### src/rtl/blk_sec_pkg.sv
// Shared constants and helpers for the secure/non-secure block access gate.
// Assumes a 16-bit master ID and a 32-bit fault information word.
package blk_sec_pkg;

    localparam int MASTER_W = 16;
    localparam int INFO_W   = 32;
    localparam int WORD_W   = 32;

    // Fields held in the fault information word
    typedef struct packed {
        logic                tbl_bit;
        logic                eff_ns;
        logic [MASTER_W-1:0] master;
    } flt_fields_t;

    // Pack the fault fields into the 32-bit information word, upper bits zero
    function automatic logic [INFO_W-1:0] pack_info(input flt_fields_t f);
        return {{(INFO_W-MASTER_W-2){1'b0}}, f.tbl_bit, f.eff_ns, f.master};
    endfunction

endpackage

### src/rtl/blk_sec_lookup.sv
// Table lookup: picks the security bit of one block out of the flat table.
// The table is grouped into 32-bit words. The upper block-number bits choose
// the word and the low five bits choose the bit within it.
// Assumes at least 32 blocks (BLK_W >= 5).
module blk_sec_lookup
    import blk_sec_pkg::*;
#(
    parameter int BLK_W = 8
) (
    input  logic [BLK_W-1:0]          blk_num,
    input  logic [(1 << BLK_W)-1:0]   tbl_flat,
    output logic                      tbl_bit
);

    localparam int NUM_BLKS  = 1 << BLK_W;
    localparam int NUM_WORDS = NUM_BLKS / WORD_W;
    localparam int WIDX_W    = (BLK_W > 5) ? BLK_W - 5 : 1;

    logic [WORD_W-1:0] words [NUM_WORDS];
    logic [WIDX_W-1:0] word_idx;
    logic [4:0]        bit_idx;

    // Split the flat table into 32-bit words
    for (genvar w = 0; w < NUM_WORDS; w++) begin : g_word
        assign words[w] = tbl_flat[w*WORD_W +: WORD_W];
    end

    // Word index: block number divided by 32
    if (BLK_W > 5) begin : g_multi
        assign word_idx = blk_num[BLK_W-1:5];
    end else begin : g_single
        assign word_idx = '0;
    end

    // Bit index: block number modulo 32
    assign bit_idx = blk_num[4:0];

    // Final select of the block's security bit
    always_comb begin
        tbl_bit = words[word_idx][bit_idx];
    end

endmodule

### src/rtl/blk_sec_route.sv
// Admission decision and response steering. All combinational.
// A request passes only when its effective world matches the block's bit:
// bit 1 admits non-secure, bit 0 admits secure. An unspecified attribute
// counts as secure. Passing requests go downstream unchanged. Blocked ones
// are answered here with either a bus error or read-as-zero/write-ignored.
module blk_sec_route #(
    parameter int ADDR_W = 16,
    parameter int DATA_W = 32
) (
    input  logic              req_valid,
    input  logic [ADDR_W-1:0] req_addr,
    input  logic              req_write,
    input  logic [DATA_W-1:0] req_wdata,
    input  logic              req_ns,
    input  logic              req_unspec,
    input  logic              tbl_bit,
    input  logic              cfg_err_resp,
    input  logic [DATA_W-1:0] dn_rdata,
    input  logic              dn_err,
    output logic              dn_valid,
    output logic [ADDR_W-1:0] dn_addr,
    output logic              dn_write,
    output logic [DATA_W-1:0] dn_wdata,
    output logic [DATA_W-1:0] up_rdata,
    output logic              up_err,
    output logic              blocked,
    output logic              eff_ns
);

    logic admit;

    // Effective world: an unspecified attribute is treated as secure
    always_comb begin
        eff_ns = req_ns & ~req_unspec;
    end

    // Admission: the world must equal the block's table bit
    always_comb begin
        admit   = req_valid & (eff_ns == tbl_bit);
        blocked = req_valid & ~admit;
    end

    // Downstream forwarding: fields pass through, valid only when admitted
    always_comb begin
        dn_valid = admit;
        dn_addr  = req_addr;
        dn_write = req_write;
        dn_wdata = req_wdata;
    end

    // Upstream response: downstream result, or the local blocked response
    always_comb begin
        if (admit) begin
            up_rdata = dn_rdata;
            up_err   = dn_err;
        end else begin
            up_rdata = '0;
            up_err   = blocked & cfg_err_resp;
        end
    end

endmodule

### src/rtl/blk_sec_fault.sv
// Fault capture register. Records address and information for the first
// blocked request and holds them until software clears the record. A
// blocked request in the same cycle as a clear is taken as a new first fault.
// Synchronous active-low reset.
module blk_sec_fault
    import blk_sec_pkg::*;
#(
    parameter int ADDR_W = 16
) (
    input  logic                clk,
    input  logic                rst_n,
    input  logic                blocked,
    input  logic [ADDR_W-1:0]   req_addr,
    input  logic                eff_ns,
    input  logic                tbl_bit,
    input  logic [MASTER_W-1:0] req_master,
    input  logic                flt_clear,
    output logic                flt_pend,
    output logic [ADDR_W-1:0]   flt_addr,
    output logic [INFO_W-1:0]   flt_info
);

    flt_fields_t fields;
    logic        capture;

    // Gather the fields of the current request
    always_comb begin
        fields.tbl_bit = tbl_bit;
        fields.eff_ns  = eff_ns;
        fields.master  = req_master;
    end

    // Capture when blocked and no fault is held, or one is being cleared
    always_comb begin
        capture = blocked & (~flt_pend | flt_clear);
    end

    // Pending flag and fault record registers
    always_ff @(posedge clk) begin
        if (!rst_n) begin
            flt_pend <= 1'b0;
            flt_addr <= '0;
            flt_info <= '0;
        end else if (capture) begin
            flt_pend <= 1'b1;
            flt_addr <= req_addr;
            flt_info <= pack_info(fields);
        end else if (flt_clear) begin
            flt_pend <= 1'b0;
        end
    end

endmodule

### src/rtl/blk_sec_gate.sv
// Top of the secure/non-secure block access gate. It looks up the block's
// security bit, decides pass or block in the same cycle, and records the
// first blocked request. Assumes BLK_BYTES is a power of two of at least 32
// and the range 2**ADDR_W holds at least 32 blocks.
module blk_sec_gate
    import blk_sec_pkg::*;
#(
    parameter  int ADDR_W    = 16,
    parameter  int DATA_W    = 32,
    parameter  int BLK_BYTES = 256,
    localparam int BLK_SHIFT = $clog2(BLK_BYTES),
    localparam int BLK_W     = ADDR_W - BLK_SHIFT,
    localparam int NUM_BLKS  = 1 << BLK_W
) (
    input  logic                clk,
    input  logic                rst_n,
    input  logic [NUM_BLKS-1:0] tbl_flat,
    input  logic                cfg_err_resp,
    input  logic                flt_clear,
    input  logic                req_valid,
    input  logic [ADDR_W-1:0]   req_addr,
    input  logic                req_write,
    input  logic [DATA_W-1:0]   req_wdata,
    input  logic                req_ns,
    input  logic                req_unspec,
    input  logic [15:0]         req_master,
    output logic                dn_valid,
    output logic [ADDR_W-1:0]   dn_addr,
    output logic                dn_write,
    output logic [DATA_W-1:0]   dn_wdata,
    input  logic [DATA_W-1:0]   dn_rdata,
    input  logic                dn_err,
    output logic [DATA_W-1:0]   up_rdata,
    output logic                up_err,
    output logic                flt_pend,
    output logic [ADDR_W-1:0]   flt_addr,
    output logic [31:0]         flt_info
);

    logic [BLK_W-1:0] blk_num;
    logic             tbl_bit;
    logic             blocked;
    logic             eff_ns;

    // Block number: address divided by the block size
    always_comb begin
        blk_num = req_addr[ADDR_W-1:BLK_SHIFT];
    end

    blk_sec_lookup #(
        .BLK_W (BLK_W)
    ) u_lookup (
        .blk_num  (blk_num),
        .tbl_flat (tbl_flat),
        .tbl_bit  (tbl_bit)
    );

    blk_sec_route #(
        .ADDR_W (ADDR_W),
        .DATA_W (DATA_W)
    ) u_route (
        .req_valid    (req_valid),
        .req_addr     (req_addr),
        .req_write    (req_write),
        .req_wdata    (req_wdata),
        .req_ns       (req_ns),
        .req_unspec   (req_unspec),
        .tbl_bit      (tbl_bit),
        .cfg_err_resp (cfg_err_resp),
        .dn_rdata     (dn_rdata),
        .dn_err       (dn_err),
        .dn_valid     (dn_valid),
        .dn_addr      (dn_addr),
        .dn_write     (dn_write),
        .dn_wdata     (dn_wdata),
        .up_rdata     (up_rdata),
        .up_err       (up_err),
        .blocked      (blocked),
        .eff_ns       (eff_ns)
    );

    blk_sec_fault #(
        .ADDR_W (ADDR_W)
    ) u_fault (
        .clk        (clk),
        .rst_n      (rst_n),
        .blocked    (blocked),
        .req_addr   (req_addr),
        .eff_ns     (eff_ns),
        .tbl_bit    (tbl_bit),
        .req_master (req_master),
        .flt_clear  (flt_clear),
        .flt_pend   (flt_pend),
        .flt_addr   (flt_addr),
        .flt_info   (flt_info)
    );

endmodule

### config.mk
export PLATFORM = sky130hd
export DESIGN_NAME = blk_sec_gate
export DESIGN_NICKNAME = d
export VERILOG_FILES = /design/src/rtl/blk_sec_pkg.sv /design/src/rtl/blk_sec_lookup.sv /design/src/rtl/blk_sec_route.sv /design/src/rtl/blk_sec_fault.sv /design/src/rtl/blk_sec_gate.sv
export SDC_FILE = /design/constraint.sdc
export NUM_CORES = 1
export LEC_CHECK = 0
export ABC_AREA = 1
export ABC_CLOCK_PERIOD_IN_PS = 3200
export CELL_PAD_IN_SITES_DETAIL_PLACEMENT = 0
export CELL_PAD_IN_SITES_GLOBAL_PLACEMENT = 2
export CORE_MARGIN = 2
export CORE_UTILIZATION = 12
export CTS_CLUSTER_SIZE = 10
export DETAILED_ROUTE_END_ITERATION = 10
export MAX_ROUTING_LAYER = met4
export PLACE_DENSITY = 0.8
export REMOVE_ABC_BUFFERS = 1
export SLEW_MARGIN = 20
export SYNTH_ARGS = -nofsm -noshare
export SYNTH_HDL_FRONTEND = slang
export SYNTH_SLANG_ARGS = --single-unit
### constraint.sdc
create_clock -name clk -period 3.2 [get_ports clk]
set_input_delay 0.64 -clock clk [delete_from_list [all_inputs] [get_ports clk]]
set_output_delay 0.64 -clock clk [all_outputs]
set_load 0.02 [all_outputs]
Word-level counts from Yosys, hierarchy flattened. Index checks and enable logic that the tools add are counted.

Add/subtract/negate cells: 0. Multiply operators: 0. Divide/modulo/power cells: 0. Magnitude comparators: 2. Equal/unequal tests: 1. Shift operators: 0. Muxes and demuxes: 9. Bitwise operators: 10. Reductions and logical operators: 1.

Operators with widths (count): $bmux W32 S3 (1); $mux W32 (3); $lt A5 B6 Y1 const B (1); $and A1 B1 Y1 (5); $bmux W1 S5 (1); $ge A4 B4 Y1 const B (1); $mux W1 (4); $not A3 Y4 (1); $not A1 Y1 (3); $reduce_bool A2 Y1 (1); $eq A1 B1 Y1 (1); $or A1 B1 Y1 (1).

Register bits: 35. Latch bits: 0. Bits in writable memories: 0. ROM bits: 0. Input port bits: 361. Output and inout port bits: 132. Logic and storage cells: 26. Memories kept: 0.

Depth between registers and ports, before layout. Gate-level depths: netlist of run 1.

Depth after elaboration: 12. Depth in mapped cells: 20. Depth with buffers taken out: 17.

Modules after synthesis. A second synthesis of run 1 with hierarchy kept.

Cells, all modules: 952. Area total of the unflattened synthesis: 5217.5 um^2.

Modules (own cells, without submodules): blk_sec_lookup (instances 1, cells each 579, area each 2672.6 um^2, seq. area each 0.0 um^2); blk_sec_fault (instances 1, cells each 243, area each 1726.7 um^2, seq. area each 700.7 um^2); blk_sec_route (instances 1, cells each 130, area each 818.3 um^2, seq. area each 0.0 um^2).

Worst setup path after synthesis of run 1. No wires, ideal clock.

Path type: in2out. Start: input port req_addr[8]. End: output port up_rdata[0]. Arrival: 2.370 ns. Required time: 2.560 ns. Setup slack: 0.190 ns. Stages on the path: 14. Path buffers: 3. Cell sequence: buf_2 clkinv_1 clkbuf_1 nand3_1 nand3_1 nand2_1 nand2_1 nand3_1 nand3_1 nand2_1 nand2_1 nand3_1 buf_2 nor2_1.

Cells in the longest elaborated chain, start to end: 5.

RTL lines: start: declaration (RTL line blk_sec_gate.sv:21) `input logic [ADDR_W-1:0] req_addr,`; $bmux W1 S5 (RTL line blk_sec_lookup.sv:40) `tbl_bit = words[word_idx][bit_idx];`; $mux W1 (implied by the code) (RTL line blk_sec_lookup.sv:40); $eq A1 B1 Y1 (RTL line blk_sec_route.sv:39) `admit = req_valid & (eff_ns == tbl_bit);`; $and A1 B1 Y1 (RTL line blk_sec_route.sv:39); $mux W32 (RTL line blk_sec_route.sv:53) `if (admit) begin`; end: declaration (RTL line blk_sec_gate.sv:33) `output logic [DATA_W-1:0] up_rdata,`.

Every way passes these cells. The select of a mux whose other input is x is not followed.

Worst setup path after layout of run 1.
Start: input port req_addr[13]. End: output port up_rdata[1].

Cells in the longest elaborated chain, start to end: 9.

RTL lines (RTL line): $not A3 Y4 (implied by the code) (blk_sec_lookup.sv:40); $bmux W32 S3 (blk_sec_lookup.sv:40); $mux W32 (implied by the code) (2 in series) (blk_sec_lookup.sv:40); $bmux W1 S5 (blk_sec_lookup.sv:40); $mux W1 (implied by the code) (blk_sec_lookup.sv:40); $eq A1 B1 Y1 (blk_sec_route.sv:39); $and A1 B1 Y1 (blk_sec_route.sv:39); $mux W32 (blk_sec_route.sv:53).

Every way passes these cells. The select of a mux whose other input is x is not followed.

==> impl_metrics.py, run 1 <==
metrics = {
    "timing": {
        "skew_ns": 0.00276,
        "grt_setup_unrepaired": "true",
        "fin_ws_ns": -0.159,
        "timing.final.crit_share_pct": 105,
        "fmax_ghz": 0.298,
        "timing.slew.headroom_pct": 59.0,
        "hold_viol_final": 0,
        "period_needed_ns": 3.36,
        "tightest_slew_ns": 0.614,
        "setup_violations": 30,
        "drv_slew": 0,
    },
    "worst_setup_path": {
        "critPathLaunchType": "primary input",
        "path_class": "primary input to primary output",
        "arrival_ns": 2.72,
        "cp_slowest_stage_delay_ns": 0.18,
        "worstPathMaxFanout": 8,
        "r2r_start": "u_fault.flt_pend$_SDFFE_PN0P_",
        "cp_slowest_cell": "clkbuf_16",
        "path_buf_inv": 6,
        "reg2reg_slack_ns": 1.75,
        "crit_family": "simple AND/OR/NAND/NOR gates",
        "startpoint": "req_addr[13]",
        "critPathCaptureType": "primary output",
        "path_cells": "buf_16 -> clkbuf_16 -> buf_12 -> nand2_1 -> nand3_1 -> nand3_2 -> nand3_2 -> nand3_2 -> nand2_2 -> nand2_2 -> nand3_4 -> nand3_4 -> nand2_4 -> nand2_4 -> nand3_4 -> buf_12 -> clkbuf_16 -> nor2_4 -> buf_6",
        "cp.required_ns": 2.56,
    },
    "layout": {
        "nNetsFinal": 1745,
        "drive_gt1_share_pct": 23.8,
        "finish.utilization_pct": 27.8,
        "fin_area_sq_um": 11700,
        "syn_to_final_growth_pct": 128,
        "nFillCells": 4604,
    },
    "drt": {
        "routedWlPerCell_um": 19.5,
        "vias": 7812,
        "drtIter0Drc": 411,
        "vias_per_cell": 4.05,
        "routed_wl_um": 37600,
        "drc": 0,
        "dr.pass1.iters": 5,
        "final_antenna_net_count": 0,
    },
    "worst_hold_path": {
        "hold_start": "u_fault.flt_info[17]$_SDFFE_PN0P_",
        "min_path_type": "register to register",
    },
    "clock_network": {
        "hold_buffers": 0,
        "clk_pin_slew_ns": 0.05,
        "cts_buffers": 5,
        "cts.sinks": 35,
        "clk_latency_ns": 0.27,
        "htree_levels": 2,
        "root_buffer": "clkbuf_16",
        "clockBufferDepth": 2,
        "cts_tree": "built",
    },
    "synthesis": {
        "synthSimpleGateAreaFrac_pct": 59.0,
        "synth_area_sq_um": 5100,
        "syn_inst": 1003,
        "synth.yosys.warnings": 0,
        "synthAdderAreaFrac_pct": 0,
        "synthMuxAreaShare_pct": 0,
        "yosysUniqueCellTypes": 17,
        "synth_top_family_by_area": "simple AND/OR/NAND/NOR gates",
        "synth_compound_area_share_pct": 0.343,
        "synth-xor-area-share_pct": 0,
        "ys_ff_latch": 35,
        "synth.yosys.seq_area_share_pct": 13.7,
        "postSynthAreaPerCell_sq_um": 5.09,
    },
    "grt": {
        "grt_pass1_wl_um": 50200,
        "gr-usage-met2_pct": 25.5,
        "grtUsageMet1_pct": 18.7,
        "grt_max_degree": 44,
        "grt_pass1_vias": 7886,
        "antenna_found_initial": 6,
        "grt-busiest-layer": "met2",
        "grt_overflow_total": 0,
        "track_usage_pct": 15.8,
        "grt_use_met3_pct": 5.68,
    },
    "status": {
        "violations": "negative setup slack",
        "status": "complete, but fails checks",
    },
    "die": {
        "die_area_sq_um": 44200,
        "die_h_um": 210,
        "core_area_sq_um": 41900,
        "start_util_pct": 12.2,
        "ioPinCount": 493,
        "rows": 75,
        "die_x_um": 210,
    },
    "place": {
        "preCtsSetupSlack_ns": -0.953,
        "place.gp.congestion": 0.824,
        "portBuffers": 412,
        "hpwl_um": 27900,
        "postPlaceCellArea_sq_um": 9670,
    },
    "power": {
        "p_leak_nw": 5.27,
        "pwr_density_cell_nw_per_um2": 237,
        "report.power.total_w": 0.00276,
        "peakVddDrop_v": 0.000299,
    },
    "flow_run": {
        "drv_cap": 0,
    },
}
-- cell usage after synthesis, drive strengths merged --
| cell type | n | area [sq um] |
|---|---|---|
| inv | 133 | 499 |
| clkbuf | 12 | 45.0 |
| buf | 124 | 817 |
| nor2 | 65 | 244 |
| nand2 | 344 | 1290 |
| nand4 | 34 | 213 |
| a21boi | 1 | 7.51 |
| dfxtp | 35 | 701 |
| a21oi | 2 | 10.0 |
| nand3 | 250 | 1260 |
| clkinv | 2 | 7.51 |
| conb | 1 | 3.75 |
-- cells by family after synthesis --
| family | count (synthesis) |
|---|---|
| AOI/OAI and AO/OA | 3 |
| buffers and inverters | 271 |
| DFF | 35 |
| other | 1 |
| and+or+nand+nor | 693 |
-- routing by layer --
layer	wire length (um)	vias up
met4	737	0
met2	17600	369
met5	0	-
li1	-	3844
met1	15700	3563
met3	3600	36
-- cell type report --
class	count	area [sq um]	share of cell area [%]
inverters	135	544	4.67
multi-input cells	710	4060	34.8
diodes	6	15.0	0.129
repair buffers	495	5480	47.0
repair inverters	2	22.5	0.193
well taps	539	674	5.79
clock buffers	8	156	1.34
flip-flops and latches	35	701	6.01
-- report_power, final --
group	internal, W	switching [W]
logic	0.000903	0.000841
registers	0.000481	0.0000229
clock network	0.000332	0.000180
total	0.00172	0.00104
-- stage by stage --
step,std cells,TNS [ns],hold WS (ns)
2_1_floorplan,880,-41.76,0.522
3_3_place_gp,1885,-39.96,0.439
3_5_place_dp,1885,-40.40,0.444
4_1_cts,1906,-5.33,0.452
5_1_grt,1930,-8.71,0.465
6_report,1930,-3.76,0.450
-- layout by cell type (no fill, tap or decap) --
| master | Yosys | routed |
|---|---|---|
| clkdlybuf4s50_1 | 0 | 359 |
| nand2_1 | 343 | 301 |
| nand3_1 | 249 | 136 |
| inv_1 | 120 | 117 |
| nand3_2 | 0 | 100 |
| buf_6 | 0 | 40 |
| nand2_2 | 1 | 38 |
| nor2_1 | 65 | 37 |
| buf_4 | 82 | 37 |
| dfxtp_1 | 35 | 35 |
| nand4_1 | 34 | 34 |
| nor2_4 | 0 | 22 |
| clkbuf_16 | 0 | 17 |
| buf_12 | 0 | 17 |
| nand3_4 | 1 | 14 |
| conb_1 | 1 | 14 |
| inv_2 | 13 | 12 |
| buf_16 | 0 | 9 |
| dlymetal6s2s_1 | 0 | 8 |
| dlygate4sd2_1 | 0 | 8 |
| diode_2 | 0 | 6 |
| nor2_2 | 0 | 6 |
| nand2_4 | 0 | 5 |
| inv_6 | 0 | 2 |
| clkinv_1 | 2 | 2 |
| a21oi_1 | 2 | 2 |
| clkbuf_8 | 0 | 2 |
| bufbuf_16 | 0 | 2 |
| inv_8 | 0 | 2 |
| buf_8 | 0 | 2 |
| clkinv_16 | 0 | 1 |
| clkinv_2 | 0 | 1 |
| a21boi_1 | 1 | 1 |
| clkbuf_1 | 12 | 1 |
| buf_2 | 35 | 1 |
-- registers in the layout, indices dropped and copies added (netlist names) --
| register | cells |
|---|---|
| u_fault.flt_info | 18 |
| u_fault.flt_addr | 16 |
| u_fault.flt_pend | 1 |
-- what timing repair did --
action	CTS	global route
resized for setup	260	229
setup buffers	5	5
cloned	8	15
endpoints found under the setup margin	66	66
pin swaps	26	61
-- final timing paths --
path / end / cells past startpoint
worst min register to register: u_fault.flt_info[17]$_SDFFE_PN0P_ / 2
worst max-delay path: up_rdata[1] / 19
worst max register to register: u_fault.flt_info[2]$_SDFFE_PN0P_ / 6
worst min-delay path: u_fault.flt_info[17]$_SDFFE_PN0P_ / 2
-- worst reg2reg max path, cell delays in order (launching register included) --
cell and delay (ns):
dfxtp_1 0.33, nand2_1 0.37, nand3_4 0.24, buf_12 0.22
nand2_1 0.11, inv_2 0.05, nor2_1 0.04
Power figures use the tool's default switching activity.
==> run 2: changes to the inputs <==
--- a/config.mk
+++ b/config.mk
@@ -11,9 +11,9 @@
 export CELL_PAD_IN_SITES_GLOBAL_PLACEMENT = 2
 export CORE_MARGIN = 2
 export CORE_UTILIZATION = 12
+export CTS_CLUSTER_DIAMETER = 60
 export CTS_CLUSTER_SIZE = 10
 export DETAILED_ROUTE_END_ITERATION = 10
-export MAX_ROUTING_LAYER = met4
 export PLACE_DENSITY = 0.8
 export REMOVE_ABC_BUFFERS = 1
 export SLEW_MARGIN = 20
==> constraint.sdc (replaced) <==
create_clock -name clk -period 3.2 [get_ports clk]
set_input_delay 0.64 -clock clk [delete_from_list [all_inputs] [get_ports clk]]
set_output_delay 0.64 -clock clk [all_outputs]
set_load 0.01 [all_outputs]
==> run 2 against run 1 <==
The run still ends with negative setup slack left; clock-buffer cell count fell by 1; utilization down 1.2 points; routed wire length shrank 2.8%; setup slack worse by 0.0063 ns; sequential share of layout area grew 0.27 points; critical path depth rose by 1.
==> impl_metrics.py, run 2 (synthesized netlist as in run 1, its figures left out) <==
metrics = {
    "timing": {
        "tightest_slew_ns": 0.602,
        "hold_slack_ns": 0.443,
        "fin_ws_ns": -0.165,
        "fmax_ghz": 0.297,
        "timing.final.crit_share_pct": 105,
        "period_needed_ns": 3.37,
        "drv_slew": 0,
        "grt_setup_unrepaired": "true",
        "hold_viol_final": 0,
        "setup_violations": 34,
        "skew_ns": 0.00569,
        "timing.slew.headroom_pct": 59.8,
    },
    "power": {
        "p_switching_w": 0.000921,
        "p_clk_share_pct": 18.3,
        "p_seq_share_pct": 19.8,
        "p_leak_nw": 5.08,
        "power_frac_comb_pct": 61.9,
        "p_int_w": 0.00162,
        "peakVddDrop_v": 0.000179,
        "p_sw_share_pct": 36.2,
        "pwr_density_cell_nw_per_um2": 228,
    },
    "worst_hold_path": {
        "hold_end": "u_fault.flt_info[17]$_SDFFE_PN0P_",
        "min_path_type": "register to register",
        "hold_depth": 2,
        "hold_start": "u_fault.flt_info[17]$_SDFFE_PN0P_",
    },
    "worst_setup_path": {
        "cp_slowest_stage_delay_ns": 0.19,
        "cp.depth": 20,
        "worstRegToRegCells": 6,
        "critPathCaptureType": "primary output",
        "critPathLaunchType": "primary input",
        "reg2reg_to": "u_fault.flt_info[5]$_SDFFE_PN0P_",
        "cp.required_ns": 2.56,
        "r2r_start": "u_fault.flt_pend$_SDFFE_PN0P_",
        "arrival_ns": 2.73,
        "path_buf_inv": 7,
        "cp_slowest_cell": "buf_12",
        "reg2reg_slack_ns": 1.77,
        "worstPathMaxFanout": 7,
        "crit_family": "simple AND/OR/NAND/NOR gates",
        "path_cells": "buf_16 -> clkbuf_16 -> buf_12 -> buf_8 -> nand2_4 -> nand3_2 -> nand3_2 -> nand3_2 -> nand3_2 -> nand2_2 -> nand2_1 -> nand3_2 -> nand3_4 -> nand2_4 -> nand2_4 -> nand3_4 -> buf_12 -> buf_6 -> nor2_2 -> buf_2",
        "worst_path_most_repeated_cell": "nand3_2",
        "path_class": "primary input to primary output",
    },
    "die": {
        "start_util_pct": 12.2,
        "die_x_um": 210,
        "rows": 75,
        "die_area_sq_um": 44200,
        "core_area_sq_um": 41900,
        "ioPinCount": 493,
        "die_h_um": 210,
    },
    "layout": {
        "instances_no_fill": 1925,
        "syn_to_final_growth_pct": 118,
        "mostFrequentLayoutCell": "clkdlybuf4s50_1",
        "finish.utilization_pct": 26.6,
        "regMostFlops": "u_fault.flt_info",
        "multi_input_area_sq_um": 3780,
        "final_cell_mix": "clkdlybuf4s50_1, nand2_1, nand3_1",
        "fin_area_sq_um": 11100,
        "drive_gt1_share_pct": 20.3,
        "largest_register_ffs": 18,
        "top_regs": "u_fault.flt_info x18, u_fault.flt_addr x16, u_fault.flt_pend x1",
        "seq_area_sq_um": 701,
        "nFillCells": 4643,
        "nNetsFinal": 1742,
    },
    "drt": {
        "final_antenna_net_count": 0,
        "vias_per_cell": 4.04,
        "drtIter0Drc": 445,
        "drc": 0,
        "routed_wl_um": 36600,
        "routedWlPerCell_um": 19.0,
        "dr.pass1.iters": 7,
        "vias": 7783,
    },
    "grt": {
        "antenna_found_initial": 4,
        "grt_pass1_vias": 7885,
        "track_usage_pct": 15.7,
        "grt_overflow_total": 0,
        "grt_pass1_wl_um": 51100,
        "grt_max_degree": 44,
    },
    "status": {
        "status": "complete, but fails checks",
        "violations": "negative setup slack",
    },
    "clock_network": {
        "hold_buffers": 0,
        "clockBufferDepth": 2,
        "cts.sinks": 35,
        "clk_latency_ns": 0.28,
        "htree_levels": 2,
        "cts_tree": "built",
        "root_buffer": "clkbuf_16",
        "cts_buffers": 5,
        "clk_pin_slew_ns": 0.05,
    },
    "place": {
        "hpwl_um": 27600,
        "preCtsSetupSlack_ns": -0.877,
        "dp.cells": 1886,
        "portBuffers": 412,
        "place.gp.congestion": 0.822,
        "postPlaceCellArea_sq_um": 9680,
    },
    "flow_run": {
        "drv_cap": 0,
    },
}
run 2: changes by cell type in the layout (fill, tap and decap cells not counted), sizes merged, moves of 2 or more:
cell	before	now
clkbuf	20	12
dlymetal6s2s	8	2
dlygate4sd2	8	4
diode	6	4
clkdlybuf4s50	359	368
buf	106	112
run 2: what timing repair did:
item                                    4_1_cts  5_1_grt
pin swaps                                    42       43
buffers inserted                              9        1
endpoints found under the setup margin       66       44
gates resized for setup                     249      119
cloned                                       14        5
run 2: layout make-up:
class	count	area share (%)
Inverter	135	4.81
Sequential cell	35	6.28
Antenna cell	4	0.0898
Multi-Input combinational cell	710	33.9
Clock inverter	1	0.0449
Clock buffer	7	1.19
Timing Repair Buffer	494	47.6
Tap cell	539	6.05
run 2: power groups by stage:
stage	Combinational [W]	Clock [W]	Sequential, W
final	0.00157	0.000465	0.000504
after global routing	0.00171	0.000501	0.000510
after CTS	0.00152	0.000479	0.000505
after detailed placement	0.00135	0	0.000514
after global placement	0.00136	0	0.000512
after floorplan	0.000428	0	0.000533
run 2: worst max-delay path by stage:
stage / from / end
after global routing: req_addr[13] / up_rdata[21]
after CTS: req_addr[13] / up_rdata[29]
final: req_addr[13] / up_rdata[30]
after floorplan: req_addr[13] / up_err
after detailed placement: req_addr[8] / up_err
after global placement: req_addr[8] / up_err
run 2: worst register-to-register path, delay by kind of cell, from the launching register on:
kind,cells,cell delay (ns)
simple gates,4,0.74
flops,1,0.32
buf+inv,2,0.26
run 2: stage by stage:
step                power (W)  setup TNS [ns]
floorplan            0.000961          -36.82
global placement      0.00187          -38.48
detailed placement    0.00187          -39.23
CTS                   0.00250           -5.37
global route          0.00272           -6.55
finish                0.00254           -2.90
run 2: per-layer routing:
layer  global-route usage [%]  vias to the layer above  wire [um]
met3                     5.05                       42       3100
met4                     3.25                        2        715
met5                     2.56                        -        136
met2                     26.2                      358      16900
li1                         -                     3827          -
met1                     19.4                     3554      15700
==> run 3: changes to the inputs <==
--- a/config.mk
+++ b/config.mk
@@ -14,6 +14,7 @@
 export CTS_CLUSTER_DIAMETER = 60
 export CTS_CLUSTER_SIZE = 10
 export DETAILED_ROUTE_END_ITERATION = 10
+export GPL_ROUTABILITY_DRIVEN = 0
 export PLACE_DENSITY = 0.8
 export REMOVE_ABC_BUFFERS = 1
 export SLEW_MARGIN = 20
==> results of run 3 <==
The final DEF is identical to that of run 2; final timing and power are the same.
